--- config.mk ---
export PLATFORM = sky130hd
export DESIGN_NAME = led_output_selector
export DESIGN_NICKNAME = d
export VERILOG_FILES = /design/src/rtl/led_sel_pkg.sv /design/src/rtl/led_sel_ctrl.sv /design/src/rtl/led_sel_dpath.sv /design/src/rtl/led_output_selector.sv
export SDC_FILE = /design/constraint.sdc
export NUM_CORES = 1
export LEC_CHECK = 0
export ABC_AREA = 0
export BUFFER_PORTS_ARGS = -buffer_cell sky130_fd_sc_hd__buf_4
export CAP_MARGIN = 0
export CORE_MARGIN = 1
export CORE_UTILIZATION = 47
export DETAILED_ROUTE_END_ITERATION = 12
export HOLD_SLACK_MARGIN = 0.1
export PLACE_DENSITY_LB_ADDON = 0.05
export RECOVER_POWER = 25
export SYNTH_ARGS = -nofsm -noshare
export SYNTH_HDL_FRONTEND = slang
export SYNTH_SLANG_ARGS = --single-unit
--- constraint.sdc ---
create_clock -name clk -period 1.4 [get_ports clk]
set_input_delay 0.14 -clock clk [delete_from_list [all_inputs] [get_ports clk]]
set_output_delay 0.14 -clock clk [all_outputs]
set_load 0.02 [all_outputs]
--- src/rtl/led_sel_pkg.sv ---
package led_sel_pkg;
  localparam int CODE_W = 2;

  typedef enum logic [CODE_W-1:0] {
    SEL_LOW     = 2'b00,
    SEL_RELEASE = 2'b01,
    SEL_WAVE0   = 2'b10,
    SEL_WAVE1   = 2'b11
  } selCode_e;

  // per-pad strobes handed from the decoder to the datapath
  typedef struct packed {
    logic holdLow;
    logic useWave0;
    logic useWave1;
  } pinStrobe_t;
endpackage

--- src/rtl/led_sel_ctrl.sv ---
module led_sel_ctrl
  import led_sel_pkg::*;
#(
  parameter int NUM_PINS = 16
) (
  input  logic [NUM_PINS*CODE_W-1:0] selWord,
  output pinStrobe_t [NUM_PINS-1:0]  strobes
);
  for (genvar p = 0; p < NUM_PINS; p++) begin : g_dec
    selCode_e code;
    assign code = selCode_e'(selWord[p*CODE_W +: CODE_W]);

    always_comb begin
      strobes[p] = '0;
      case (code)
        SEL_LOW:     strobes[p].holdLow  = 1'b1;
        SEL_WAVE0:   strobes[p].useWave0 = 1'b1;
        SEL_WAVE1:   strobes[p].useWave1 = 1'b1;
        default:     strobes[p] = '0;  // released
      endcase
    end
  end
endmodule

--- src/rtl/led_sel_dpath.sv ---
module led_sel_dpath
  import led_sel_pkg::*;
#(
  parameter int NUM_PINS    = 16,
  parameter int SYNC_STAGES = 2
) (
  input  logic                      clk,
  input  logic                      rstN,
  input  pinStrobe_t [NUM_PINS-1:0] strobes,
  input  logic                      blinkA,
  input  logic                      blinkB,
  input  logic [NUM_PINS-1:0]       padIn,
  output logic [NUM_PINS-1:0]       pullLow,
  output logic [NUM_PINS-1:0]       padLevels
);
  logic [NUM_PINS-1:0] driveNext;
  logic [NUM_PINS-1:0] syncStage [SYNC_STAGES];

  for (genvar p = 0; p < NUM_PINS; p++) begin : g_mux
    assign driveNext[p] = strobes[p].holdLow
                        | (strobes[p].useWave0 & blinkA)
                        | (strobes[p].useWave1 & blinkB);
  end

  always_ff @(posedge clk or negedge rstN) begin
    if (!rstN) pullLow <= '0;
    else       pullLow <= driveNext;
  end

  always_ff @(posedge clk or negedge rstN) begin
    if (!rstN) begin
      for (int s = 0; s < SYNC_STAGES; s++) syncStage[s] <= '0;
    end else begin
      syncStage[0] <= padIn;
      for (int s = 1; s < SYNC_STAGES; s++) syncStage[s] <= syncStage[s-1];
    end
  end

  assign padLevels = syncStage[SYNC_STAGES-1];
endmodule

--- src/rtl/led_output_selector.sv ---
module led_output_selector
  import led_sel_pkg::*;
#(
  parameter int NUM_PINS    = 16,
  parameter int SYNC_STAGES = 2,
  localparam int SEL_W      = NUM_PINS * CODE_W,
  localparam int HALF       = NUM_PINS / 2
) (
  input  logic                clk,
  input  logic                rstN,
  input  logic [SEL_W-1:0]    selWord,
  input  logic                blinkA,
  input  logic                blinkB,
  input  logic [NUM_PINS-1:0] padIn,
  output logic [NUM_PINS-1:0] pullLow,
  output logic [HALF-1:0]     inLow,
  output logic [HALF-1:0]     inHigh
);
  pinStrobe_t [NUM_PINS-1:0] strobes;
  logic [NUM_PINS-1:0]       padLevels;

  led_sel_ctrl #(.NUM_PINS(NUM_PINS)) u_ctrl (
    .selWord (selWord),
    .strobes (strobes)
  );

  led_sel_dpath #(.NUM_PINS(NUM_PINS), .SYNC_STAGES(SYNC_STAGES)) u_dpath (
    .clk       (clk),
    .rstN      (rstN),
    .strobes   (strobes),
    .blinkA    (blinkA),
    .blinkB    (blinkB),
    .padIn     (padIn),
    .pullLow   (pullLow),
    .padLevels (padLevels)
  );

  assign inLow  = padLevels[HALF-1:0];
  assign inHigh = padLevels[NUM_PINS-1:HALF];
endmodule

==> results of run 1 <==
==> worst paths after layout <==
kind | startpoint | to | slack [ps] | depth (start not counted)
setup / recovery | selWord[24] | u_dpath.pullLow[12]$_DFF_PN0_ | 80 | 5
hold / removal | rstN | u_dpath.syncStage[31]$_DFF_PN0_ | 310 | 2
setup reg to reg | u_dpath.syncStage[31]$_DFF_PN0_ | u_dpath.padLevels[15]$_DFF_PN0_ | 900 | 0
hold reg to reg | u_dpath.syncStage[30]$_DFF_PN0_ | u_dpath.padLevels[14]$_DFF_PN0_ | 360 | 0
max in group asynchronous | rstN | u_dpath.padLevels[12]$_DFF_PN0_ | 710 | 2
min in group clk | u_dpath.syncStage[30]$_DFF_PN0_ | u_dpath.padLevels[14]$_DFF_PN0_ | 360 | 0
==> final cells by class <==
cell class              count  area (um^2)
fillers                   199          594
well taps                  46         57.6
multi-input cells          48          294
clock inverters             2         35.0
flip-flops and latches     48         1200
repair buffers            132         1110
clock buffers               6         41.3
==> cells by family after synthesis <==
family | Yosys count
buffers and inverters | 19
DFF | 48
and+or+nand+nor | 32
AOI/OAI and AO/OA | 16
==> critical path: stages <==
cell                            delay [ps]
sky130_fd_sc_hd__dlygate4sd3_1         540
sky130_fd_sc_hd__buf_4                 140
sky130_fd_sc_hd__nand3_1                80
sky130_fd_sc_hd__o21ai_0               110
sky130_fd_sc_hd__dlygate4sd3_1         570
==> sequential cells by signal, summed over array words and instances, names as in the netlist <==
name	flops
u_dpath.syncStage	16
u_dpath.pullLow	16
u_dpath.padLevels	16
==> metal layers <==
metal / part of all wire [%] / GRT usage, % / vias to the layer above / wire, um
met5: 0 / 0 / - / 0
met2: 58 / 41.3 / 54 / 2090
li1: - / - / 601 / -
met1: 33 / 20.8 / 590 / 1190
met3: 6.3 / 6.93 / 9 / 224
met4: 2.1 / 11.7 / 0 / 77
==> per-stage QoR <==
step | worst slack [ps] | area, um^2 | utilization, %
2_1_floorplan | 729 | 1640 | -
3_3_place_gp | 749 | 2180 | 65.2
3_5_place_dp | 730 | 2180 | 65.2
4_1_cts | 159 | 2740 | 82.2
5_1_grt | 80.5 | 2740 | 82.2
6_report | 77.0 | 2740 | 82.2
==> what timing repair did <==
item	CTS	global route
hold buffers	49	0
hold endpoints to repair	80	0
buffers inserted	0	0
setup endpoints to repair	0	0
==> where the power goes <==
part	total, uW	leakage (uW)	internal [uW]	switching, uW
Clock	776	0.0000422	375	401
Sequential	1490	0.000563	1470	23.2
Combinational	522	0.000694	300	222
Total	2790	0.00130	2140	646
==> cells in the final DEF (no fill, tap or decap) <==
cell and n:
sky130_fd_sc_hd__dfrtp_1 48, sky130_fd_sc_hd__o21ai_0 6, sky130_fd_sc_hd__o21ai_1 1, sky130_fd_sc_hd__dlygate4sd3_1 49
sky130_fd_sc_hd__buf_4 67, sky130_fd_sc_hd__nor2b_1 16, sky130_fd_sc_hd__clkbuf_4 21, sky130_fd_sc_hd__nand3_1 16
sky130_fd_sc_hd__clkinv_2 1, sky130_fd_sc_hd__bufinv_16 1, sky130_fd_sc_hd__o21ai_2 9, sky130_fd_sc_hd__clkbuf_1 1
==> flow_metrics.env, run 1 <==
export IMPL_cts_max_level=2
export IMPL_numPlacedInstances=225
export IMPL_synth_lib_cells_used_distinct=9
export IMPL_setup_total_negative_slack_ps=0
export IMPL_synth_mux_area_share_pct=0
export IMPL_synth_seq_cells=48
export IMPL_start_util_pct=49.1
export IMPL_gpl_final_weighted_congestion=0.617
export IMPL_worst_slew_margin_rel_pct=62.6
export IMPL_core_area_mm2=0.00334
export IMPL_num_clock_sinks=48
export IMPL_avgViaCountPerCell=4.45
export IMPL_synthDominantCellAreaShare_pct=73.3
export IMPL_area_delta_synth_final_pct=67.3
export IMPL_min_delay_path_class="in2async"
export IMPL_setup_violations_final=0
export IMPL_yosys_warnings=0
export IMPL_timing_fmax_mhz=756
export IMPL_synth_flop_cell="sky130_fd_sc_hd__dfrtp_1"
export IMPL_cts_root_buffer_cell="sky130_fd_sc_hd__clkbuf_4"
export IMPL_worstSetupEndpointType="register"
export IMPL_first_global_vias=1313
export IMPL_synth_xor_area_share_pct=0
export IMPL_synth_edf_count=0
export IMPL_synth_adder_area_share_pct=0
export IMPL_chipWidth_um=61.1
export IMPL_timing_worst_setup_path_type="in2reg"
export IMPL_clkSlewWorstSetupHoldPaths_ps=130
export IMPL_remaining_drc_errors=0
export IMPL_routed_via_count=1254
export IMPL_synth_top_family_by_area="simple AND/OR/NAND/NOR gates"
export IMPL_critical_path_arrival_ps=1570
export IMPL_antenna_found_initial=0
export IMPL_synthArstFlopShare_pct=100
export IMPL_chipHeight_um=61.1
export IMPL_synth_compound_gate_area_share_pct=6.95
export IMPL_grt_first_pass_wirelength_um=5470
export IMPL_design_die_area_mm2=0.00373
export IMPL_yosysTopAreaCell="sky130_fd_sc_hd__dfrtp_1"
export IMPL_nets=287
export IMPL_synthCells=115
export IMPL_ir_worst_vdd_uv=637
export IMPL_post_drt_wl_per_cell_um=12.7
export IMPL_cts_root_to_sink_buffers=2
export IMPL_layout_worst_path_cycle_share_pct=94.5
export IMPL_final_total_power_uw=2790
export IMPL_antenna_left=0
export IMPL_max_cap_viol_count=0
export IMPL_drive_gt1_share_pct=41.9
export IMPL_synth_seq_area_share_pct=73.3
export IMPL_placement_io_buffers=83
export IMPL_design_portCount=84
export IMPL_antenna_cells=0
export IMPL_power_density_mw_per_mm2=1020
export IMPL_setup_worst_path_start_class="input port"
export IMPL_synth_cell_area_mm2=0.00164
export IMPL_worst_pin_slew_ps=561
export IMPL_post_synth_most_frequent_cells="sky130_fd_sc_hd__dfrtp_1, sky130_fd_sc_hd__buf_4, sky130_fd_sc_hd__nand3_1, sky130_fd_sc_hd__nor2b_1, sky130_fd_sc_hd__o21ai_2"
export IMPL_worst_endpoint_required_ps=1650
export IMPL_postSynthAreaPerCell_um2=14.3
export IMPL_slew_violations=0
export IMPL_final_setup_skew_ps=9.76
export IMPL_drt_pre_antenna_iters=4
export IMPL_fin_crit_ps=1320
export IMPL_clkLatencyLatePin_ps=350
export IMPL_yosys_area_share_simple_pct=11.0
export IMPL_run_status="complete, no violations"
export IMPL_layout_cells_non_filler=282
export IMPL_initialDrtViolationCount=19
export IMPL_num_cts_buffers=5
export IMPL_tritoncts="built"
export IMPL_power_static_leakage_uw=0.00130
export IMPL_grt_max_degree=49
export IMPL_crit_fanout=2
export IMPL_globalRouteTotalUtil_pct=21.9
export IMPL_rows=21
export IMPL_syn_num_nets=167
export IMPL_detail_route_wirelength_um=3580
export IMPL_timing_hold_ws_ps=308
export IMPL_rsz0062_at_grt="no"
export IMPL_finalHoldViolations=0
export IMPL_yosys_top_cells_area="sky130_fd_sc_hd__dfrtp_1, sky130_fd_sc_hd__buf_4, sky130_fd_sc_hd__nor2b_1"
export IMPL_overflow=0
export IMPL_dpl_hpwl_um=2040
export IMPL_synth_most_common_cell="sky130_fd_sc_hd__dfrtp_1"
export IMPL_postCtsResizedCells=0
No activity file was read; power rests on OpenSTA's default activity.
==> run 2: changes to the inputs <==
--- a/config.mk
+++ b/config.mk
@@ -12,7 +12,7 @@
 export CORE_UTILIZATION = 47
 export DETAILED_ROUTE_END_ITERATION = 12
 export HOLD_SLACK_MARGIN = 0.1
-export PLACE_DENSITY_LB_ADDON = 0.05
+export PLACE_DENSITY = 0.82
 export RECOVER_POWER = 25
 export SYNTH_ARGS = -nofsm -noshare
 export SYNTH_HDL_FRONTEND = slang
==> constraint.sdc (replaced) <==
create_clock -name clk -period 1.4 [get_ports clk]
set_input_delay 0.14 -clock clk [delete_from_list [all_inputs] [get_ports clk]]
set_output_delay 0.14 -clock clk [all_outputs]
set_load 0.01 [all_outputs]
==> flow_metrics.env, run 2 (synthesized netlist as in run 1, its figures left out) <==
export IMPL_run_status="complete, no violations"
export IMPL_grt_first_pass_wirelength_um=7080
export IMPL_cts_post_setup_buffers_inserted=0
export IMPL_start_util_pct=49.1
export IMPL_post_drt_wl_per_cell_um=16.8
export IMPL_reg2reg_setup_slack_ps=900
export IMPL_cts_root_buffer_cell="sky130_fd_sc_hd__clkbuf_4"
export IMPL_timing_worst_setup_path_type="in2reg"
export IMPL_worst_path_bufs_invs=3
export IMPL_placement_io_buffers=83
export IMPL_crit_path_cell_trace="dlygate4sd3_1, buf_4, nand3_1, o21ai_0, dlygate4sd3_1"
export IMPL_antenna_cells=0
export IMPL_min_delay_path_class="in2async"
export IMPL_cp_depth=5
export IMPL_remaining_drc_errors=0
export IMPL_critical_path_top_delay_family="buffers and inverters"
export IMPL_r2r_worst_path_cells=0
export IMPL_slew_violations=0
export IMPL_worstSetupEndpointType="register"
export IMPL_max_cap_viol_count=0
export IMPL_cts_max_level=2
export IMPL_antenna_found_initial=0
export IMPL_num_clock_sinks=48
export IMPL_timing_critical_path_slowest_cell_delay_ps=580
export IMPL_avgViaCountPerCell=4.77
export IMPL_mostFrequentLayoutCells="sky130_fd_sc_hd__buf_4, sky130_fd_sc_hd__dlygate4sd3_1, sky130_fd_sc_hd__dfrtp_1"
export IMPL_layout_worst_path_cycle_share_pct=97.1
export IMPL_drt_pre_antenna_iters=4
export IMPL_drive_gt1_share_pct=42.4
export IMPL_grt_max_degree=49
export IMPL_power_static_leakage_uw=0.00131
export IMPL_rows=21
export IMPL_timing_fmax_mhz=735
export IMPL_worst_endpoint_required_ps=1640
export IMPL_design_die_area_mm2=0.00373
export IMPL_critical_path_arrival_ps=1600
export IMPL_crit_fanout=2
export IMPL_overflow=0
export IMPL_postCtsResizedCells=0
export IMPL_detail_route_wirelength_um=4730
export IMPL_setup_violations_final=0
export IMPL_crit_path_frequent_cell="sky130_fd_sc_hd__dlygate4sd3_1"
export IMPL_cts_hold_fix_buffers=49
export IMPL_routed_via_count=1345
export IMPL_power_density_mw_per_mm2=1030
export IMPL_globalRouteTotalUtil_pct=28.3
export IMPL_setup_worst_path_start_class="input port"
export IMPL_clkSlewWorstSetupHoldPaths_ps=140
export IMPL_antenna_left=0
export IMPL_nets=287
export IMPL_worst_pin_slew_ps=564
export IMPL_timing_hold_ws_ps=316
export IMPL_final_total_power_uw=2850
export IMPL_final_setup_skew_ps=6.92
export IMPL_num_cts_buffers=5
export IMPL_worst_slew_margin_rel_pct=62.4
export IMPL_first_global_vias=1454
export IMPL_setup_total_negative_slack_ps=0
export IMPL_ir_worst_vdd_uv=617
export IMPL_dpl_hpwl_um=2210
export IMPL_cts_root_to_sink_buffers=2
export IMPL_finalHoldViolations=0
export IMPL_core_area_mm2=0.00334
export IMPL_rsz0062_at_grt="no"
export IMPL_design_portCount=84
export IMPL_critical_path_slowest_cell="sky130_fd_sc_hd__dlygate4sd3_1"
export IMPL_fin_crit_ps=1360
export IMPL_area_delta_synth_final_pct=68.2
export IMPL_clkLatencyLatePin_ps=350
export IMPL_chipHeight_um=61.1
export IMPL_initialDrtViolationCount=60
export IMPL_gpl_final_weighted_congestion=0.671
export IMPL_layout_commonest_cell="sky130_fd_sc_hd__buf_4"
export IMPL_chipWidth_um=61.1
export IMPL_tritoncts="built"
-- run 2: power breakdown --
part | leakage, uW | switching (uW) | internal, uW | total [uW]
Sequential | 0.000563 | 31.9 | 1470 | 1500
Clock | 0.0000484 | 427 | 428 | 855
Combinational | 0.000694 | 196 | 299 | 494
-- run 2: path summary, 6_finish.rpt --
| path | startpoint | endpoint |
|---|---|---|
| min in group clk | u_dpath.syncStage[20]$_DFF_PN0_ | u_dpath.padLevels[4]$_DFF_PN0_ |
| hold / removal | rstN | u_dpath.padLevels[1]$_DFF_PN0_ |
| setup / recovery | selWord[26] | u_dpath.pullLow[13]$_DFF_PN0_ |
| setup reg to reg | u_dpath.syncStage[25]$_DFF_PN0_ | u_dpath.padLevels[9]$_DFF_PN0_ |
| max in group asynchronous | rstN | u_dpath.syncStage[25]$_DFF_PN0_ |
| hold reg to reg | u_dpath.syncStage[20]$_DFF_PN0_ | u_dpath.padLevels[4]$_DFF_PN0_ |
-- run 2: final cells by class --
class                   instances  area [um^2]
repair buffers                132         1110
fillers                       169          581
well taps                      46         57.6
clock buffers                   6         51.3
clock inverters                 2         38.8
multi-input cells              48          294
flip-flops and latches         48         1200
-- run 2: layer usage --
metal / routed length (um) / GRT usage, %
met1: 1760 / 33.4
met2: 2400 / 45.0
met3: 350 / 9.24
met4: 212 / 17.5
met5: 0 / 0
-- run 2: stage by stage --
stage	cells	setup WS, ps	area [um^2]	util (%)
after global routing	282	42.3	2760	82.6
after global placement	225	763	2180	65.2
final	282	40.0	2760	82.6
after CTS	282	136	2760	82.6
after floorplan	115	729	1640	-
after detailed placement	225	713	2180	65.2
==> run 3: changes to the inputs <==
--- a/config.mk
+++ b/config.mk
@@ -9,11 +9,12 @@
 export BUFFER_PORTS_ARGS = -buffer_cell sky130_fd_sc_hd__buf_4
 export CAP_MARGIN = 0
 export CORE_MARGIN = 1
-export CORE_UTILIZATION = 47
+export CORE_UTILIZATION = 49
 export DETAILED_ROUTE_END_ITERATION = 12
 export HOLD_SLACK_MARGIN = 0.1
-export PLACE_DENSITY = 0.82
+export PLACE_DENSITY = 0.84
 export RECOVER_POWER = 25
 export SYNTH_ARGS = -nofsm -noshare
 export SYNTH_HDL_FRONTEND = slang
+export SYNTH_HIERARCHICAL = 1
 export SYNTH_SLANG_ARGS = --single-unit
==> flow_metrics.env, run 3 <==
export IMPL_design_portCount=84
export IMPL_hold_depth=3
export IMPL_clkLatencyLatePin_ps=330
export IMPL_detail_route_wirelength_um=3380
export IMPL_power_static_leakage_uw=0.00120
export IMPL_num_clock_sinks=48
export IMPL_initialDrtViolationCount=30
export IMPL_setup_total_negative_slack_ps=0
export IMPL_synthArstFlopShare_pct=100
export IMPL_grt_max_degree=49
export IMPL_area_delta_synth_final_pct=39.3
export IMPL_grt_first_pass_wirelength_um=5660
export IMPL_worst_pin_slew_ps=549
export IMPL_layout_cells_non_filler=266
export IMPL_layout_worst_path_cycle_share_pct=72.1
export IMPL_pwr_share_seq_pct=59.2
export IMPL_design_die_area_mm2=0.00391
export IMPL_layout_commonest_cell="sky130_fd_sc_hd__buf_4"
export IMPL_core_area_mm2=0.00342
export IMPL_worst_slew_margin_rel_pct=63.4
export IMPL_chipWidth_um=62.6
export IMPL_synthCells=132
export IMPL_synth_edf_count=0
export IMPL_final_setup_skew_ps=10.5
export IMPL_final_total_power_uw=2530
export IMPL_cts_root_to_sink_buffers=2
export IMPL_synth_seq_cells=48
export IMPL_power_density_mw_per_mm2=1010
export IMPL_clkSlewWorstSetupHoldPaths_ps=120
export IMPL_total_internal_power_uw=1970
export IMPL_setup_worst_path_start_class="register"
export IMPL_placement_io_buffers=83
export IMPL_critical_path_arrival_ps=870
export IMPL_clock_power_share_pct=24.1
export IMPL_rsz0062_at_grt="no"
export IMPL_switching_power_summed_over_all_nets_uw=559
export IMPL_globalRouteTotalUtil_pct=19.4
export IMPL_synth_most_common_cell="sky130_fd_sc_hd__dfrtp_1"
export IMPL_cts_root_buffer_cell="sky130_fd_sc_hd__clkbuf_4"
export IMPL_first_global_vias=1308
export IMPL_crit_path_cell_trace="buf_4"
export IMPL_gpl_final_weighted_congestion=0.634
export IMPL_crit_fanout=1
export IMPL_fin_ws_ps=390
export IMPL_hold_path_end="u_dpath/pullLow[14]$_DFF_PN0_"
export IMPL_drive_gt1_share_pct=38.6
export IMPL_reg2reg_setup_slack_ps=890
export IMPL_hold_path_startpoint="selWord[29]"
export IMPL_worst_r2r_startpoint="u_dpath/syncStage[30]$_DFF_PN0_"
export IMPL_cts_post_setup_buffers_inserted=0
export IMPL_synth_cell_area_mm2=0.00180
export IMPL_syn_num_nets=184
export IMPL_yosys_warnings=6
export IMPL_synth_seq_area_share_pct=66.9
export IMPL_fin_crit_ps=1010
export IMPL_timing_fmax_mhz=990
export IMPL_tritoncts="built"
export IMPL_timing_worst_setup_path_type="reg2out"
export IMPL_synth_lib_cells_used_distinct=9
export IMPL_numPlacedInstances=241
export IMPL_rows=21
export IMPL_start_util_pct=52.6
export IMPL_yosysTopAreaCell="sky130_fd_sc_hd__dfrtp_1"
export IMPL_r2r_worst_path_cells=0
export IMPL_slew_violations=0
export IMPL_postSynthAreaPerCell_um2=13.6
export IMPL_finish_utilization_pct=73.3
export IMPL_cts_hold_fix_buffers=17
export IMPL_antenna_cells=0
export IMPL_mostFrequentLayoutCells="sky130_fd_sc_hd__buf_4, sky130_fd_sc_hd__dfrtp_1, sky130_fd_sc_hd__dlygate4sd3_1"
export IMPL_p_sw_share_pct=22.1
export IMPL_num_cts_buffers=5
export IMPL_critical_path_top_delay_family="flip-flops"
export IMPL_ir_worst_vdd_uv=523
export IMPL_antenna_found_initial=0
export IMPL_cts_max_level=2
export IMPL_remaining_drc_errors=0
export IMPL_timing_critical_path_slowest_cell_delay_ps=390
export IMPL_synth_flop_cell="sky130_fd_sc_hd__dfrtp_1"
export IMPL_postCtsResizedCells=0
export IMPL_worst_endpoint_required_ps=1260
export IMPL_power_frac_comb_pct=16.7
export IMPL_avgViaCountPerCell=4.77
export IMPL_post_synth_most_frequent_cells="sky130_fd_sc_hd__dfrtp_1, sky130_fd_sc_hd__and2_1, sky130_fd_sc_hd__buf_4, sky130_fd_sc_hd__nor2_1, sky130_fd_sc_hd__nor2b_1"
export IMPL_max_cap_viol_count=0
export IMPL_drt_pre_antenna_iters=6
export IMPL_finalHoldViolations=0
export IMPL_nets=271
export IMPL_critical_path_slowest_cell="sky130_fd_sc_hd__dfrtp_1"
export IMPL_chipHeight_um=62.6
export IMPL_post_drt_wl_per_cell_um=12.7
export IMPL_worst_r2r_endpoint="u_dpath/padLevels[14]$_DFF_PN0_"
export IMPL_yosys_top_cells_area="sky130_fd_sc_hd__dfrtp_1, sky130_fd_sc_hd__buf_4, sky130_fd_sc_hd__a221o_1"
export IMPL_min_delay_path_class="in2reg"
export IMPL_antenna_left=0
export IMPL_setup_violations_final=0
export IMPL_overflow=0
export IMPL_worst_path_bufs_invs=1
export IMPL_synthDominantCellAreaShare_pct=66.9
export IMPL_run_status="complete, no violations"
export IMPL_worstSetupEndpointType="output pin"
export IMPL_place_worst_setup_slack_ps=514
export IMPL_routed_via_count=1268
==> run 3: cell count changes after synthesis, sizes merged <==
cell / change
a221o: +16
buf: +2
o21ai: -16
nand3: -16
and2: +16
nor2: +16
clkbuf: -1
==> run 3: cells by family (layout without fill, tap and decap cells) <==
kind of cell	Yosys count	in the layout	share of synthesized area, %
DFF	48	48	66.9
and+or+nand+nor	48	48	14.5
buffers and inverters	20	108	9.40
AOI/OAI and AO/OA	16	16	9.26
==> run 3: metal layers <==
layer	track usage, %	part of all wire, %	vias to the layer above
li1	-	-	601
met1	19.6	35	602
met2	36.3	56	61
met3	6.02	8.3	4
met4	8.43	0.92	0
met5	0	0	-
==> run 3: how the worst max path moves through the flow <==
stage                                    from                       endpoint  slack [ps]  cells after the start
6_report        u_dpath/pullLow[11]$_DFF_PN0_                    pullLow[11]         390                      1
3_3_place_gp                      selWord[31]  u_dpath/pullLow[15]$_DFF_PN0_         540                      3
4_1_cts         u_dpath/pullLow[11]$_DFF_PN0_                    pullLow[11]         370                      1
2_1_floorplan                          blinkB   u_dpath/pullLow[0]$_DFF_PN0_         610                      3
3_5_place_dp                      selWord[25]  u_dpath/pullLow[12]$_DFF_PN0_         510                      3
5_1_grt        u_dpath/padLevels[6]$_DFF_PN0_                       inLow[6]         340                      1
==> run 3: layout make-up <==
type / instances / area [um^2]
fill: 253 / 912
tap: 46 / 57.6
sequential: 48 / 1200
clock buffer: 8 / 58.8
multi-input combinational: 64 / 427
timing repair buffer: 100 / 759
==> run 3: power groups by stage <==
stage	logic, uW	registers (uW)	clock network [uW]
2_1_floorplan	152	1540	0
3_3_place_gp	381	1520	0
4_1_cts	437	1500	632
6_report	423	1500	609
5_1_grt	460	1510	690
3_5_place_dp	398	1530	0
==> run 3: per-stage QoR <==
stage                     area (um^2)  hold WS, ps
final                            2500          121
after global routing             2500         99.5
after CTS                        2540          105
after detailed placement         2310          171
after global placement           2310          164
after floorplan                  1800         -156
